**src/rtl/csq_pkg.sv**
```systemverilog
package csq_pkg;
  localparam int LANE_W = 8;
  localparam int DATA_W = 2 * LANE_W;

  typedef enum logic [2:0] {
    PH_IDLE = 3'd0,
    PH_ALE  = 3'd1,
    PH_STB  = 3'd2,
    PH_REC  = 3'd3,
    PH_INT  = 3'd4
  } phase_t;

  // recovery clocks chosen by an area's two configuration bits
  function automatic logic [1:0] rec_cycles(input logic en, input logic two);
    if (!en) return 2'd0;
    return two ? 2'd2 : 2'd1;
  endfunction

  // number of external beats an access needs
  function automatic logic [2:0] beat_total(input logic pf, input logic word,
                                            input logic b16, input logic a0);
    if (pf) return 3'd4;
    if (word && (!b16 || a0)) return 3'd2;
    return 3'd1;
  endfunction

  // address increment between beats
  function automatic logic [1:0] addr_step(input logic pf, input logic b16);
    return (pf && b16) ? 2'd2 : 2'd1;
  endfunction

  // active byte lanes, {high, low}
  function automatic logic [1:0] lane_sel(input logic b16, input logic full, input logic a0);
    if (!b16) return 2'b01;
    if (full) return 2'b11;
    return a0 ? 2'b10 : 2'b01;
  endfunction

  // data presented for a beat; a lone byte is copied to both lanes
  function automatic logic [DATA_W-1:0] beat_data(input logic [DATA_W-1:0] wd,
                                                  input logic full, input logic second);
    logic [LANE_W-1:0] b;
    b = second ? wd[DATA_W-1:LANE_W] : wd[LANE_W-1:0];
    if (full) return wd;
    return {b, b};
  endfunction
endpackage

```
**src/rtl/csq_area_decode.sv**
```systemverilog
module csq_area_decode #(
  parameter int N_AREA = 4,
  parameter int ADDR_W = 24,
  parameter int IDX_W  = 2
) (
  input  logic [ADDR_W-1:0]        addr,
  input  logic [N_AREA*ADDR_W-1:0] base,
  input  logic [N_AREA*ADDR_W-1:0] mask,
  output logic                     hit,
  output logic [IDX_W-1:0]         idx
);
  logic [N_AREA-1:0] match;

  for (genvar g = 0; g < N_AREA; g++) begin : g_cmp
    assign match[g] = ((addr ^ base[g*ADDR_W +: ADDR_W]) & mask[g*ADDR_W +: ADDR_W]) == '0;
  end

  // lowest index has priority: scan downwards so it is written last
  always_comb begin
    hit = |match;
    idx = '0;
    for (int i = N_AREA - 1; i >= 0; i--) begin
      if (match[i]) idx = IDX_W'(i);
    end
  end
endmodule

```
**src/rtl/csq_cycle_ctl.sv**
```systemverilog
module csq_cycle_ctl
  import csq_pkg::*;
#(
  parameter int N_AREA = 4,
  parameter int ADDR_W = 24,
  parameter int IDX_W  = 2
) (
  input  logic              clk,
  input  logic              rst_n,
  input  logic              req_valid,
  input  logic [ADDR_W-1:0] req_addr,
  input  logic              req_write,
  input  logic              req_word,
  input  logic              req_prefetch,
  input  logic [DATA_W-1:0] req_wdata,
  input  logic              bus_is16,
  input  logic              hit,
  input  logic [IDX_W-1:0]  hit_idx,
  input  logic [1:0]        rec_sel,
  output logic              req_ready,
  output phase_t            ph,
  output logic [ADDR_W-1:0] addr_q,
  output logic [IDX_W-1:0]  area_q,
  output logic              cs_q,
  output logic              wr_q,
  output logic              full_q,
  output logic              b16_q,
  output logic              beat_odd,
  output logic [DATA_W-1:0] wdata_q,
  output logic [1:0]        rec_tot,
  output logic [1:0]        rec_left,
  output logic              more_beats
);
  logic [2:0] beats_left;
  logic [1:0] step_q;
  logic       accept_w;
  logic       last_beat_w;

  assign req_ready   = (ph == PH_IDLE);
  assign accept_w    = req_ready && req_valid;
  assign more_beats  = (ph == PH_STB) && (beats_left != 3'd0);
  assign last_beat_w = (ph == PH_STB) && (beats_left == 3'd0);

  always_ff @(posedge clk or negedge rst_n) begin
    if (!rst_n) begin
      ph         <= PH_IDLE;
      addr_q     <= '0;
      area_q     <= '0;
      cs_q       <= 1'b0;
      wr_q       <= 1'b0;
      full_q     <= 1'b0;
      b16_q      <= 1'b0;
      beat_odd   <= 1'b0;
      beats_left <= '0;
      step_q     <= '0;
      wdata_q    <= '0;
      rec_tot    <= '0;
      rec_left   <= '0;
    end else begin
      unique case (ph)
        PH_IDLE: begin
          if (accept_w) begin
            if (hit) begin
              ph         <= PH_ALE;
              addr_q     <= req_addr;
              area_q     <= hit_idx;
              cs_q       <= 1'b1;
              wr_q       <= req_write && !req_prefetch;
              full_q     <= req_word && bus_is16 && !req_addr[0] && !req_prefetch;
              b16_q      <= bus_is16;
              beat_odd   <= 1'b0;
              beats_left <= beat_total(req_prefetch, req_word, bus_is16, req_addr[0]) - 3'd1;
              step_q     <= addr_step(req_prefetch, bus_is16);
              wdata_q    <= req_wdata;
              rec_tot    <= rec_sel;
            end else begin
              ph   <= PH_INT;
              cs_q <= 1'b0;
            end
          end
        end
        PH_ALE: ph <= PH_STB;
        PH_STB: begin
          if (more_beats) begin
            ph         <= PH_ALE;
            beats_left <= beats_left - 3'd1;
            addr_q     <= addr_q + ADDR_W'(step_q);
            beat_odd   <= ~beat_odd;
          end else if (last_beat_w && rec_tot != 2'd0) begin
            ph       <= PH_REC;
            rec_left <= rec_tot;
            cs_q     <= 1'b0;
          end else begin
            ph <= PH_IDLE;
          end
        end
        PH_REC: begin
          rec_left <= rec_left - 2'd1;
          if (rec_left <= 2'd1) ph <= PH_IDLE;
        end
        default: ph <= PH_IDLE;
      endcase
    end
  end
endmodule

```
**src/rtl/csq_pin_drive.sv**
```systemverilog
module csq_pin_drive
  import csq_pkg::*;
#(
  parameter int N_AREA = 4,
  parameter int ADDR_W = 24,
  parameter int IDX_W  = 2
) (
  input  phase_t            ph,
  input  logic [ADDR_W-1:0] addr_q,
  input  logic [IDX_W-1:0]  area_q,
  input  logic              cs_q,
  input  logic              wr_q,
  input  logic              full_q,
  input  logic              b16_q,
  input  logic              beat_odd,
  input  logic [DATA_W-1:0] wdata_q,
  input  logic [1:0]        rec_tot,
  input  logic [1:0]        rec_left,
  output logic              ale,
  output logic [ADDR_W-1:0] bus_addr,
  output logic [N_AREA-1:0] cs_n,
  output logic              rd_n,
  output logic              wrl_n,
  output logic              wrh_n,
  output logic              wd_oe,
  output logic [DATA_W-1:0] bus_wdata,
  output logic              in_rec,
  output logic              rec_first
);
  logic       stb;
  logic [1:0] lanes;

  assign stb       = (ph == PH_STB);
  assign in_rec    = (ph == PH_REC);
  assign rec_first = in_rec && (rec_left == rec_tot);
  assign lanes     = lane_sel(b16_q, full_q, addr_q[0]);

  assign ale       = (ph == PH_ALE);
  assign bus_addr  = addr_q;
  assign rd_n      = !(stb && !wr_q);
  assign wrl_n     = !(stb && wr_q && lanes[0]);
  assign wrh_n     = !(stb && wr_q && lanes[1]);
  assign wd_oe     = wr_q && (stb || (rec_first && rec_tot == 2'd2));
  assign bus_wdata = beat_data(wdata_q, full_q, beat_odd);

  for (genvar g = 0; g < N_AREA; g++) begin : g_cs
    assign cs_n[g] = !(cs_q && (area_q == IDX_W'(g)));
  end
endmodule

```
**src/rtl/csq_bus_seq.sv**
```systemverilog
module csq_bus_seq
  import csq_pkg::*;
#(
  parameter int N_AREA = 4,
  parameter int ADDR_W = 24,
  localparam int IDX_W = (N_AREA > 1) ? $clog2(N_AREA) : 1
) (
  input  logic                     clk,
  input  logic                     rst_n,
  input  logic                     req_valid,
  output logic                     req_ready,
  input  logic [ADDR_W-1:0]        req_addr,
  input  logic                     req_write,
  input  logic                     req_word,
  input  logic                     req_prefetch,
  input  logic [15:0]              req_wdata,
  input  logic                     bus_is16,
  input  logic [N_AREA*ADDR_W-1:0] area_base,
  input  logic [N_AREA*ADDR_W-1:0] area_mask,
  input  logic [N_AREA-1:0]        area_rec_en,
  input  logic [N_AREA-1:0]        area_rec_two,
  output logic                     ale,
  output logic [ADDR_W-1:0]        bus_addr,
  output logic [N_AREA-1:0]        cs_n,
  output logic                     rd_n,
  output logic                     wrl_n,
  output logic                     wrh_n,
  output logic                     wd_oe,
  output logic [15:0]              bus_wdata
);
  logic              hit;
  logic [IDX_W-1:0]  hit_idx;
  logic [1:0]        rec_sel;
  phase_t            ph;
  logic [ADDR_W-1:0] addr_q;
  logic [IDX_W-1:0]  area_q;
  logic              cs_q, wr_q, full_q, b16_q, beat_odd;
  logic [DATA_W-1:0] wdata_q;
  logic [1:0]        rec_tot, rec_left;
  logic              more_beats, in_rec, rec_first;

  csq_area_decode #(.N_AREA(N_AREA), .ADDR_W(ADDR_W), .IDX_W(IDX_W)) u_dec (
    .addr(req_addr), .base(area_base), .mask(area_mask), .hit(hit), .idx(hit_idx)
  );

  assign rec_sel = rec_cycles(area_rec_en[hit_idx], area_rec_two[hit_idx]);

  csq_cycle_ctl #(.N_AREA(N_AREA), .ADDR_W(ADDR_W), .IDX_W(IDX_W)) u_ctl (
    .clk(clk), .rst_n(rst_n), .req_valid(req_valid), .req_addr(req_addr),
    .req_write(req_write), .req_word(req_word), .req_prefetch(req_prefetch),
    .req_wdata(req_wdata), .bus_is16(bus_is16), .hit(hit), .hit_idx(hit_idx),
    .rec_sel(rec_sel), .req_ready(req_ready), .ph(ph), .addr_q(addr_q),
    .area_q(area_q), .cs_q(cs_q), .wr_q(wr_q), .full_q(full_q), .b16_q(b16_q),
    .beat_odd(beat_odd), .wdata_q(wdata_q), .rec_tot(rec_tot),
    .rec_left(rec_left), .more_beats(more_beats)
  );

  csq_pin_drive #(.N_AREA(N_AREA), .ADDR_W(ADDR_W), .IDX_W(IDX_W)) u_pins (
    .ph(ph), .addr_q(addr_q), .area_q(area_q), .cs_q(cs_q), .wr_q(wr_q),
    .full_q(full_q), .b16_q(b16_q), .beat_odd(beat_odd), .wdata_q(wdata_q),
    .rec_tot(rec_tot), .rec_left(rec_left), .ale(ale), .bus_addr(bus_addr),
    .cs_n(cs_n), .rd_n(rd_n), .wrl_n(wrl_n), .wrh_n(wrh_n), .wd_oe(wd_oe),
    .bus_wdata(bus_wdata), .in_rec(in_rec), .rec_first(rec_first)
  );
endmodule

```
**config.mk**
```make
export PLATFORM = sky130hd
export DESIGN_NAME = csq_bus_seq
export DESIGN_NICKNAME = d
export VERILOG_FILES = /design/src/rtl/csq_pkg.sv /design/src/rtl/csq_area_decode.sv /design/src/rtl/csq_cycle_ctl.sv /design/src/rtl/csq_pin_drive.sv /design/src/rtl/csq_bus_seq.sv
export SDC_FILE = /design/constraint.sdc
export NUM_CORES = 1
export LEC_CHECK = 0
export ABC_AREA = 1
export BUFFER_PORTS_ARGS = -buffer_cell sky130_fd_sc_hd__buf_4
export CAP_MARGIN = 20
export CORE_AREA = 2 2 119 121
export CTS_CLUSTER_SIZE = 12
export DETAILED_ROUTE_END_ITERATION = 8
export DIE_AREA = 0 0 121 123
export PLACE_DENSITY = 0.77
export SETUP_SLACK_MARGIN = 0.02
export SLEW_MARGIN = 40
export SYNTH_ARGS = -nofsm -noshare
export SYNTH_HDL_FRONTEND = slang
export SYNTH_SLANG_ARGS = --single-unit
```
**constraint.sdc**
```tcl
create_clock -name clk -period 2.25 [get_ports clk]
set_input_delay 0.45 -clock clk [delete_from_list [all_inputs] [get_ports clk]]
set_output_delay 0.45 -clock clk [all_outputs]
set_load 0.02 [all_outputs]
```
==> summary.txt, run 1 <==
CTS
  – Max Root-Sink Buffers: 2
  – H-tree depth: 3
  – CTS Hold Bufs: 0
  – CTS tree: done
  – CTS Buf Count: 9
  – Clock slew at reported path FFs: about 0.050 ns
  – Root Driver: clkbuf_16
  – Clk Latency, worst-skew pair: 0.34 ns
  – CTS sink count: between 50 and 60

Yosys
  – Synth Warn #: 0
  – Largest area contributor in the netlist: dfrtp_1
  – Syn Inst Count: 928
  – Leading post-synthesis cells by cell area: dfrtp_1 (26%), nand2_1 (22%), nand3_1 (9.0%)
  – Register area share after synthesis: 26.32%
  – Number of register bits inferred by synthesis: 59
  – Most frequent cells after synthesis: nand2_1 (324), nand3_1 (101), inv_1 (95)
  – Post-synth top area share: 26.32%
  – Synthesized area: approximately 5600 um2
  – Post-synth EDFFs: 0
  – Net Count, Synth: 1180
  – Syn Area/Cell: a little over 6 um2
  – Cell with the most instances after synthesis: nand2_1
  – Synth cell types: 43
  – Top FF cell, synth: dfrtp_1
  – Ys async rst share: 100.0%

Global route
  – First-pass GRT wire length: 33.27 mm
  – Tot GR Track Use: between 20 and 30%
  – Vias in the first global route: 6645
  – Largest net degree at the start of global routing: 39
  – GRT overflow: 0
  – Initial antenna violation count: 0

STA
  – Final hold slack: about 0.091 ns
  – Fin crit period: 2.165 ns
  – Final setup viols: 0
  – Period utilization: a little over nine tenths
  – Worst clock skew: 0.004935 ns
  – Worst Max-Slew Pin Slew: 0.5909 ns
  – Max frequency: 461.9 MHz
  – Fin. max-slew vios: 0
  – Max_slew headroom: 60.19%
  – Final hold vios: 0
  – RSZ-0062 raised after global routing: true

Power
  – Clock share of power: 28.5%
  – P_int: 3.657 mW
  – P_leak: 4.710 nW
  – Maximum VDD drop: ~0.00043 V
  – Comb pwr share: a little over two fifths
  – PwrDens: between 600 and 700 nW/um2
  – NetSw: 2.196 mW
  – Sequential power share: 28.5%
  – Switching Fraction: 37.51%

Critical path
  – Max FO, Critical Path: 12
  – Startpoint types: register
  – CP Class: reg -> out
  – Critical Path End Type: output pin
  – CP arrival: 1.72 ns
  – Worst EP required: 1.80 ns

Placement
  – RD Place Congestion: 0.9540
  – Cell Area, Placed: approximately 8100 um2
  – DP Wirelength: approximately 18 mm
  – PortBufs: between 200 and 300
  – Dpl cells: between 1000 and 1500

Floorplanning
  – Io pins: 297
  – Die area: 14880 um2
  – Rows: 43
  – Die height: roughly 120 um
  – Die Span X: 121 um
  – Core Area: 13610 um2
  – Initial Utilization: 41.22%

Drt
  – WL/cell: 15.25 um
  – Vias: 7047
  – WL final: roughly 22 mm
  – DRT iter0 DRCs: between 400 and 500
  – Antenna viol nets, final: 0
  – Vias/cell: 4.952
  – # DRC: 0
  – First-pass DRT Iterations: 5

Layout
  – Area growth syn-to-layout: 53.90%
  – Share of layout cells above drive strength 1: 32.58%
  – Fin cells: 1423
  – Antenna diode count: 0
  – Fin area: 8635 um2
  – Final #Nets: 1490

Status
  – Status: complete, no violations

Hold path
  – Worst min path class: in -> async

Job
  – Number of max-cap violations: 0
flip-flops by register name (all words and copies together), names as in the netlist:
signal / cells
u_ctl.ph: 3
u_ctl.wr_q: 1
u_ctl.cs_q: 1
u_ctl.addr_q: 24
u_ctl.beats_left: 3
u_ctl.beat_odd: 1
u_ctl.wdata_q: 16
u_ctl.rec_left: 2
u_ctl.area_q: 2
u_ctl.full_q: 1
u_ctl.b16_q: 1
u_ctl.step_q: 2
u_ctl.rec_tot: 2
what timing repair did:
| action | CTS | global route |
|---|---|---|
| pin swaps | 3 | 7 |
| setup endpoints to repair | 8 | 12 |
| resized for setup | 8 | 20 |
| setup buffers | 2 | 2 |
per-layer routing:
| layer | share of wire, % | global-route usage, % | up-vias | wire length (um) |
|---|---|---|---|---|
| li1 | - | - | 3570 | - |
| met1 | 38 | 32.41 | 3138 | 8212 |
| met2 | 50 | 52.53 | 296 | 10900 |
| met3 | 8.5 | 7.934 | 43 | 1853 |
| met4 | 3.4 | 10.90 | 0 | 728 |
| met5 | 0 | 0 | - | 0 |
stage by stage:
stage	worst slack [ns]	utilization [%]	power, mW	setup TNS (ns)
final	0.08498	63.43	5.853	0
after global routing	0.003360	63.43	6.175	0
after CTS	-0.01343	62.72	5.779	-0.01343
after detailed placement	-0.1376	59.74	4.084	-3.693
after global placement	-0.1007	59.74	4.052	-2.557
after floorplan	0.02439	-	2.912	0
power groups by stage:
| stage | logic, mW | registers [mW] | clock network, mW |
|---|---|---|---|
| floorplan | 1.07 | 1.84 | 0 |
| global placement | 2.40 | 1.65 | 0 |
| detailed placement | 2.42 | 1.66 | 0 |
| CTS | 2.45 | 1.65 | 1.68 |
| global route | 2.75 | 1.70 | 1.72 |
| finish | 2.51 | 1.67 | 1.67 |
cell usage in the layout, fill, tap and decap left out, drive strengths merged:
cell     instances
a21boi           2
a21oi           24
a22oi            1
a31o             1
buf            333
bufinv           3
clkbuf          12
clkinv           1
dfrtp           59
fa               1
ha               4
inv             99
mux2             1
mux2i            4
nand2          330
nand3          103
nand3b           1
nand4           11
nor2            89
nor3            17
nor4             5
o2111ai          2
o211ai           1
o21ai           78
o22ai            2
or2             38
xnor2            7
xor2            14
cell families (layout without fill, tap and decap cells):
group | Yosys count | count (layout) | synth area share, %
AND/OR/NAND/NOR | 594 | 594 | 46.79
flip-flops | 59 | 59 | 26.32
XOR/XNOR | 21 | 21 | 3.278
adder cells (fa/ha/maj) | 5 | 5 | 1.249
AO/OA/AOI/OAI | 111 | 111 | 10.33
buffers and inverters | 133 | 448 | 11.13
multiplexers | 5 | 5 | 0.9144
worst max-delay path, cell delays in order (launching register included):
cell      delay (ns)
dfrtp_1         0.39
buf_4           0.17
nor3_4          0.26
inv_4           0.13
nor2_4          0.13
o211ai_1        0.11
buf_4           0.18
path summary, 6_finish.rpt:
path / from / end / slack (ns) / cells after the start
min: rst_n / u_ctl.wdata_q[6]$_DFFE_PN0P_ / 0.09 / 1
max reg2reg: u_ctl.step_q[0]$_DFFE_PN0P_ / u_ctl.addr_q[20]$_DFFE_PN0P_ / 0.08 / 13
max in group asynchronous: rst_n / u_ctl.ph[1]$_DFFE_PN0P_ / 1.65 / 2
min in group clk: req_wdata[3] / u_ctl.wdata_q[3]$_DFFE_PN0P_ / 0.32 / 3
max: u_ctl.ph[2]$_DFFE_PN0P_ / wrh_n / 0.08 / 6
min reg2reg: u_ctl.beats_left[0]$_DFFE_PN0P_ / u_ctl.beats_left[0]$_DFFE_PN0P_ / 0.49 / 2
final cells by class:
type,instances,area (um2)
timing repair buffer,333,2566
fill,1320,4977
clock buffer,12,266.5
inverter,99,374.1
multi-input combinational,736,3627
clock inverter,4,95.09
tap,180,225.2
sequential,59,1480
Note: power is estimated with default switching activity, not from simulation.
==> run 2: changes to the inputs <==
Settings changed: CORE_AREA 2 2 119 121 to 2 2 140 142, DIE_AREA 0 0 121 123 to 0 0 142 144, PLACE_DENSITY 0.77 to not set.
==> run 2 against run 1 <==
Non-clock buffer count grew 6; total power is 3.5% lower; critical path depth grew 8; final area rose by 0.88%; register-to-register slack about the same; sequential power is essentially flat; sequential cell count unchanged; core utilization is 18 points lower; clock skew increased by 0.0049 ns; die area grew 37%; sequential share of layout area shrank 0.12 points; largest cell class unchanged; largest power group unchanged.
==> summary.txt, run 2 (synthesized netlist as in run 1, its figures left out) <==
Status
  – Status: complete, no violations

Placement
  – DP Wirelength: 19.55 mm
  – RD Place Congestion: around 0.95
  – PortBufs: between 200 and 300
  – Cell Area, Placed: 8229 um2
  – Place WS: -0.06576 ns

Power
  – Maximum VDD drop: 0.0003980 V
  – P_leak: about 4.7 nW
  – PwrDens: 648.6 nW/um2

Drt
  – Antenna viol nets, final: 0
  – Vias/cell: 4.664
  – First-pass DRT Iterations: 5
  – WL/cell: approximately 16 um
  – DRT iter0 DRCs: 317
  – Vias: 6945
  – # DRC: 0
  – WL final: 23.20 mm

Floorplanning
  – Core Area: 19080 um2
  – Die height: between 100 and 150 um
  – Rows: 51
  – Die area: 20450 um2
  – Die Span X: 142 um
  – Initial Utilization: 29.41%
  – Io pins: 297

Global route
  – Largest net degree at the start of global routing: 39
  – Tot GR Track Use: approximately 22%
  – Initial antenna violation count: 1
  – Met1 Use GR: 25.63%
  – Met2 global-route usage: 39.79%
  – Vias in the first global route: 6484
  – First-pass GRT wire length: 34.43 mm
  – Most Crowded Layer GR: met2
  – Met3 Track Usage GR: 5.795%
  – GRT overflow: 0

Critical path
  – CP Class: reg -> reg
  – Worst EP required: around 2.5 ns
  – CP arrival: 2.37 ns
  – Worst R2R Setup Slack: 0.1 ns
  – Critical Path End Type: register
  – Startpoint types: register
  – Max FO, Critical Path: 2

Layout
  – Final #Nets: 1496
  – Most common cell after layout, fill and taps aside: buf_4
  – Most frequent cells in the layout: buf_4 (330), nand2_1 (321), nand3_1 (98)
  – Most flops, register: u_ctl.addr_q
  – Share of layout cells above drive strength 1: between 30% and 40%
  – Area growth syn-to-layout: 55.26%
  – Fin area: about 8700 um2
  – Top flop regs: u_ctl.addr_q x24, u_ctl.wdata_q x16
  – Max reg flops: 24

Job
  – Number of max-cap violations: 0

Hold path
  – Worst min path class: in -> async

CTS
  – Max Root-Sink Buffers: 2
  – CTS Hold Bufs: 0
  – CTS Buf Count: 9
  – Clk Latency, worst-skew pair: 0.33 ns
  – Root Driver: clkbuf_16
  – H-tree depth: 3
  – Clock slew at reported path FFs: approximately 0.06 ns
  – CTS tree: done
  – CTS sink count: 59

STA
  – Fin crit period: roughly 2.2 ns
  – RSZ-0062 raised after global routing: true
  – Worst clock skew: between 0.009 and 0.01 ns
  – Worst Max-Slew Pin Slew: 0.5331 ns
  – Final setup viols: 0
  – Total negative setup slack: 0 ns
  – Final hold vios: 0
  – Max_slew headroom: 64.46%
  – Period utilization: 95.67%
  – Max frequency: 464.5 MHz
  – Fin. max-slew vios: 0
  – Setup ws final: 0.09732 ns
-- run 2: area by class of cell --
type | instances | area, um2
multi-input cells | 736 | 3618
inverters | 99 | 371.6
diodes | 2 | 5.005
clock inverters | 4 | 48.80
clock buffers | 12 | 246.5
repair buffers | 339 | 2640
well taps | 238 | 297.8
fillers | 2013 | 10370
flip-flops and latches | 59 | 1483
-- run 2: worst paths after layout --
path	to	startpoint	depth (start not counted)
worst max-delay path	u_ctl.addr_q[12]$_DFFE_PN0P_	u_ctl.step_q[0]$_DFFE_PN0P_	14
worst min-delay path	u_ctl.cs_q$_DFFE_PN0P_	rst_n	1
worst max register to register	u_ctl.addr_q[12]$_DFFE_PN0P_	u_ctl.step_q[0]$_DFFE_PN0P_	14
worst min register to register	u_ctl.beats_left[0]$_DFFE_PN0P_	u_ctl.beats_left[0]$_DFFE_PN0P_	2
max in group asynchronous	u_ctl.ph[1]$_DFFE_PN0P_	rst_n	2
min in group clk	u_ctl.step_q[0]$_DFFE_PN0P_	req_prefetch	2
-- run 2: worst max-delay path, stage by stage, from the launching register on --
cell and delay (ns):
dfrtp_1 0.39, ha_4 0.16, inv_1 0.05, fa_2 0.36, nor2_4 0.12, buf_6 0.10, buf_4 0.09, buf_4 0.09
buf_4 0.09, buf_4 0.09, buf_4 0.11, nand2_2 0.05, xnor2_1 0.13, mux2i_1 0.13, o21ai_1 0.08
-- run 2: what timing repair did --
action / in CTS / in global routing
setup buffers: 5 / 5
resized for setup: 9 / 22
endpoints found under the hold margin: 0 / 0
endpoints found under the setup margin: 5 / 21
pin swaps: 5 / 4
cloned: 0 / 0
-- run 2: per-stage QoR --
step / utilization (%) / cells / power (mW) / hold WS, ns
after floorplan: - / 928 / 2.912 / 0.1544
after global placement: 43.13 / 1461 / 4.116 / 0.4726
after detailed placement: 43.13 / 1461 / 4.129 / 0.4652
after CTS: 45.10 / 1482 / 5.587 / 0.1206
after global routing: 45.64 / 1488 / 6.038 / 0.1413
final: 45.66 / 1489 / 5.650 / 0.1050
-- run 2: power by group --
group	switching (mW)	internal (mW)	total [mW]
sequential	0.350	1.32	1.67
combinational	1.36	1.23	2.59
clock	0.495	0.888	1.38
total	2.21	3.44	5.65
-- run 2: routing by layer --
metal	routed length [um]	part of all wire, %
met5	0	0
met4	548	2.4
met3	1696	7.3
met2	11830	51
met1	9126	39
==> run 3: changes to the inputs <==
Settings changed: CORE_AREA 2 2 140 142 to 2 2 118 120, CTS_BUF_LIST set to sky130_fd_sc_hd__clkbuf_4, DIE_AREA 0 0 142 144 to 0 0 120 122, PLACE_DENSITY set to 0.79.
==> run 3 against run 2 <==
Register-to-register slack improved by 0.02 ns; die area decreased by 28%; combinational power decreased by 3%.
==> summary.txt, run 3 (synthesized netlist as in run 1, its figures left out) <==
Critical path
  – R2R cell count: 12
  – Worst path cell trace: buf_4 -> buf_4 -> nor3_4 -> buf_4
  – Slowest stage delay, CP: 0.44 ns
  – CP bufs+invs: 3
  – Crit-path leading delay family: buffers and inverters
  – CP Class: reg -> out
  – Worst r2r dst: u_ctl.addr_q[16]$_DFFE_PN0P_
  – Critical Path End Type: output pin
  – Worst r2r src: u_ctl.addr_q[0]$_DFFE_PN0P_
  – Slowest stage cell on the critical path: dfrtp_2
  – Worst EP required: between 1.5 and 2 ns
  – Crit path from: u_ctl.ph[0]$_DFFE_PN0P_
  – Worst R2R Setup Slack: 0.12 ns
  – Max FO, Critical Path: 5
  – Top cell by count, worst path: buf_4
  – Startpoint types: register
  – CP arrival: 1.72 ns

Drt
  – Vias/cell: 4.909
  – # DRC: 0
  – First-pass DRT Iterations: 5
  – Vias: roughly 7000
  – Met3 wire len: 1.662 mm
  – WL/cell: about 15 um
  – WL final: 21.61 mm
  – DRT iter0 DRCs: 462
  – Antenna viol nets, final: 0
  – WL met1: 8.424 mm
  – Met2 WL: between 10 and 15 mm
  – Top layer in use: met4

Status
  – Status: complete, no violations

CTS
  – CTS sink count: 59
  – H-tree depth: 3
  – Max Root-Sink Buffers: 2
  – Clk Latency, worst-skew pair: 0.42 ns
  – Root Driver: clkbuf_4
  – CTS tree: done
  – Clock slew at reported path FFs: about 0.10 ns
  – CTS Buf Count: 9

Global route
  – Tot GR Track Use: 28.72%
  – Initial antenna violation count: 0
  – First-pass GRT wire length: 32.62 mm
  – Vias in the first global route: about 6600
  – Largest net degree at the start of global routing: 42
  – GRT overflow: 0

STA
  – Period utilization: 96.37%
  – Worst clock skew: 0.01367 ns
  – Fin. max-slew vios: 0
  – Fin crit period: 2.168 ns
  – Final hold vios: 0
  – Max frequency: 461.2 MHz
  – RSZ-0062 raised after global routing: true
  – Worst Max-Slew Pin Slew: 0.5776 ns
  – Final setup viols: 0
  – Total negative setup slack: 0 ns
  – Max_slew headroom: 61.49%

Power
  – Comb pwr share: 52.3%
  – P_int: 2.745 mW
  – PwrDens: 571.3 nW/um2
  – Total power draw: 4.815 mW
  – Maximum VDD drop: 0.0003756 V
  – P_leak: between 4 and 5 nW
  – NetSw: 2.070 mW
  – Clock share of power: 13.1%
  – Sequential power share: 34.6%
  – Switching Fraction: 42.99%

Hold path
  – Worst min path class: in -> async

Layout
  – Max reg flops: 24
  – Area growth syn-to-layout: 50.22%
  – Top flop regs: u_ctl.addr_q x24, u_ctl.wdata_q x16
  – Most flops, register: u_ctl.addr_q
  – Most frequent cells in the layout: buf_4 (331), nand2_1 (321), nand3_1 (99)
  – Final #Nets: 1496
  – Most common cell after layout, fill and taps aside: buf_4
  – Antenna diode count: 0
  – Share of layout cells above drive strength 1: between 30% and 40%
  – Final Util: ~62%

Job
  – Number of max-cap violations: 0

Placement
  – PortBufs: 296
  – DP Wirelength: 17.94 mm
  – RD Place Congestion: 0.9607

Floorplanning
  – Rows: 43
  – Die height: 122 um
  – Core Area: 13500 um2
  – Initial Utilization: 41.55%
  – Die Span X: around 120 um
  – Die area: roughly 15000 um2
  – Io pins: 297
run 3: cell count changes in the layout (fill, tap and decap cells not counted), moves of 2 or more:
cell       delta
clkbuf_1      -2
clkbuf_16     -9
clkbuf_4     +11
clkinv_2      +2
diode_2       -2
run 3: routing by layer:
| metal | up-vias | global-route usage, % |
|---|---|---|
| met5 | - | 0 |
| met4 | 0 | 13.38 |
| met3 | 53 | 6.648 |
| met1 | 3079 | 32.39 |
| met2 | 301 | 51.31 |
| li1 | 3577 | - |
run 3: what timing repair did:
action | 4_1_cts | 5_1_grt
hold endpoints to repair | 0 | 0
hold buffers | 0 | 0
buffers inserted | 8 | 5
pin swaps | 4 | 8
resized for setup | 13 | 19
endpoints found under the setup margin | 8 | 12
run 3: cell type report:
| class | count | area (um2) |
|---|---|---|
| tap | 180 | 225.2 |
| fill | 1306 | 5076 |
| timing repair buffer | 339 | 2628 |
| clock inverter | 4 | 20.02 |
| inverter | 99 | 374.1 |
| clock buffer | 11 | 82.58 |
| sequential | 59 | 1483 |
| multi-input combinational | 736 | 3616 |
run 3: how the worst max path moves through the flow:
stage | end | depth (start not counted) | slack [ns]
6_report | req_ready | 4 | 0.08
4_1_cts | wd_oe | 6 | 0.02
2_1_floorplan | u_ctl.addr_q[20]$_DFFE_PN0P_ | 12 | 0.02
3_5_place_dp | u_ctl.rec_tot[1]$_DFFE_PN0P_ | 16 | -0.08
5_1_grt | u_ctl.addr_q[17]$_DFFE_PN0P_ | 16 | 0.002
3_3_place_gp | u_ctl.rec_tot[1]$_DFFE_PN0P_ | 16 | -0.04
run 3: per-stage QoR:
step           std cells  setup slack, ns  area (um2)  hold WS, ns
3_5_place_dp        1400         -0.07836        8109       0.4842
6_report            1428          0.08175        8428      0.01919
4_1_cts             1423          0.02253        8332      0.02187
3_3_place_gp        1400         -0.03782        8109       0.4735
5_1_grt             1428         0.002382        8428      0.04526
2_1_floorplan        928          0.02439        5620       0.1544
run 3: power by group through the flow:
| stage | sequential, mW | clock [mW] | combinational, mW |
|---|---|---|---|
| floorplan | 1.84 | 0 | 1.07 |
| global placement | 1.66 | 0 | 2.33 |
| detailed placement | 1.67 | 0 | 2.38 |
| CTS | 1.65 | 0.649 | 2.46 |
| global route | 1.70 | 0.676 | 2.75 |
| finish | 1.67 | 0.631 | 2.52 |
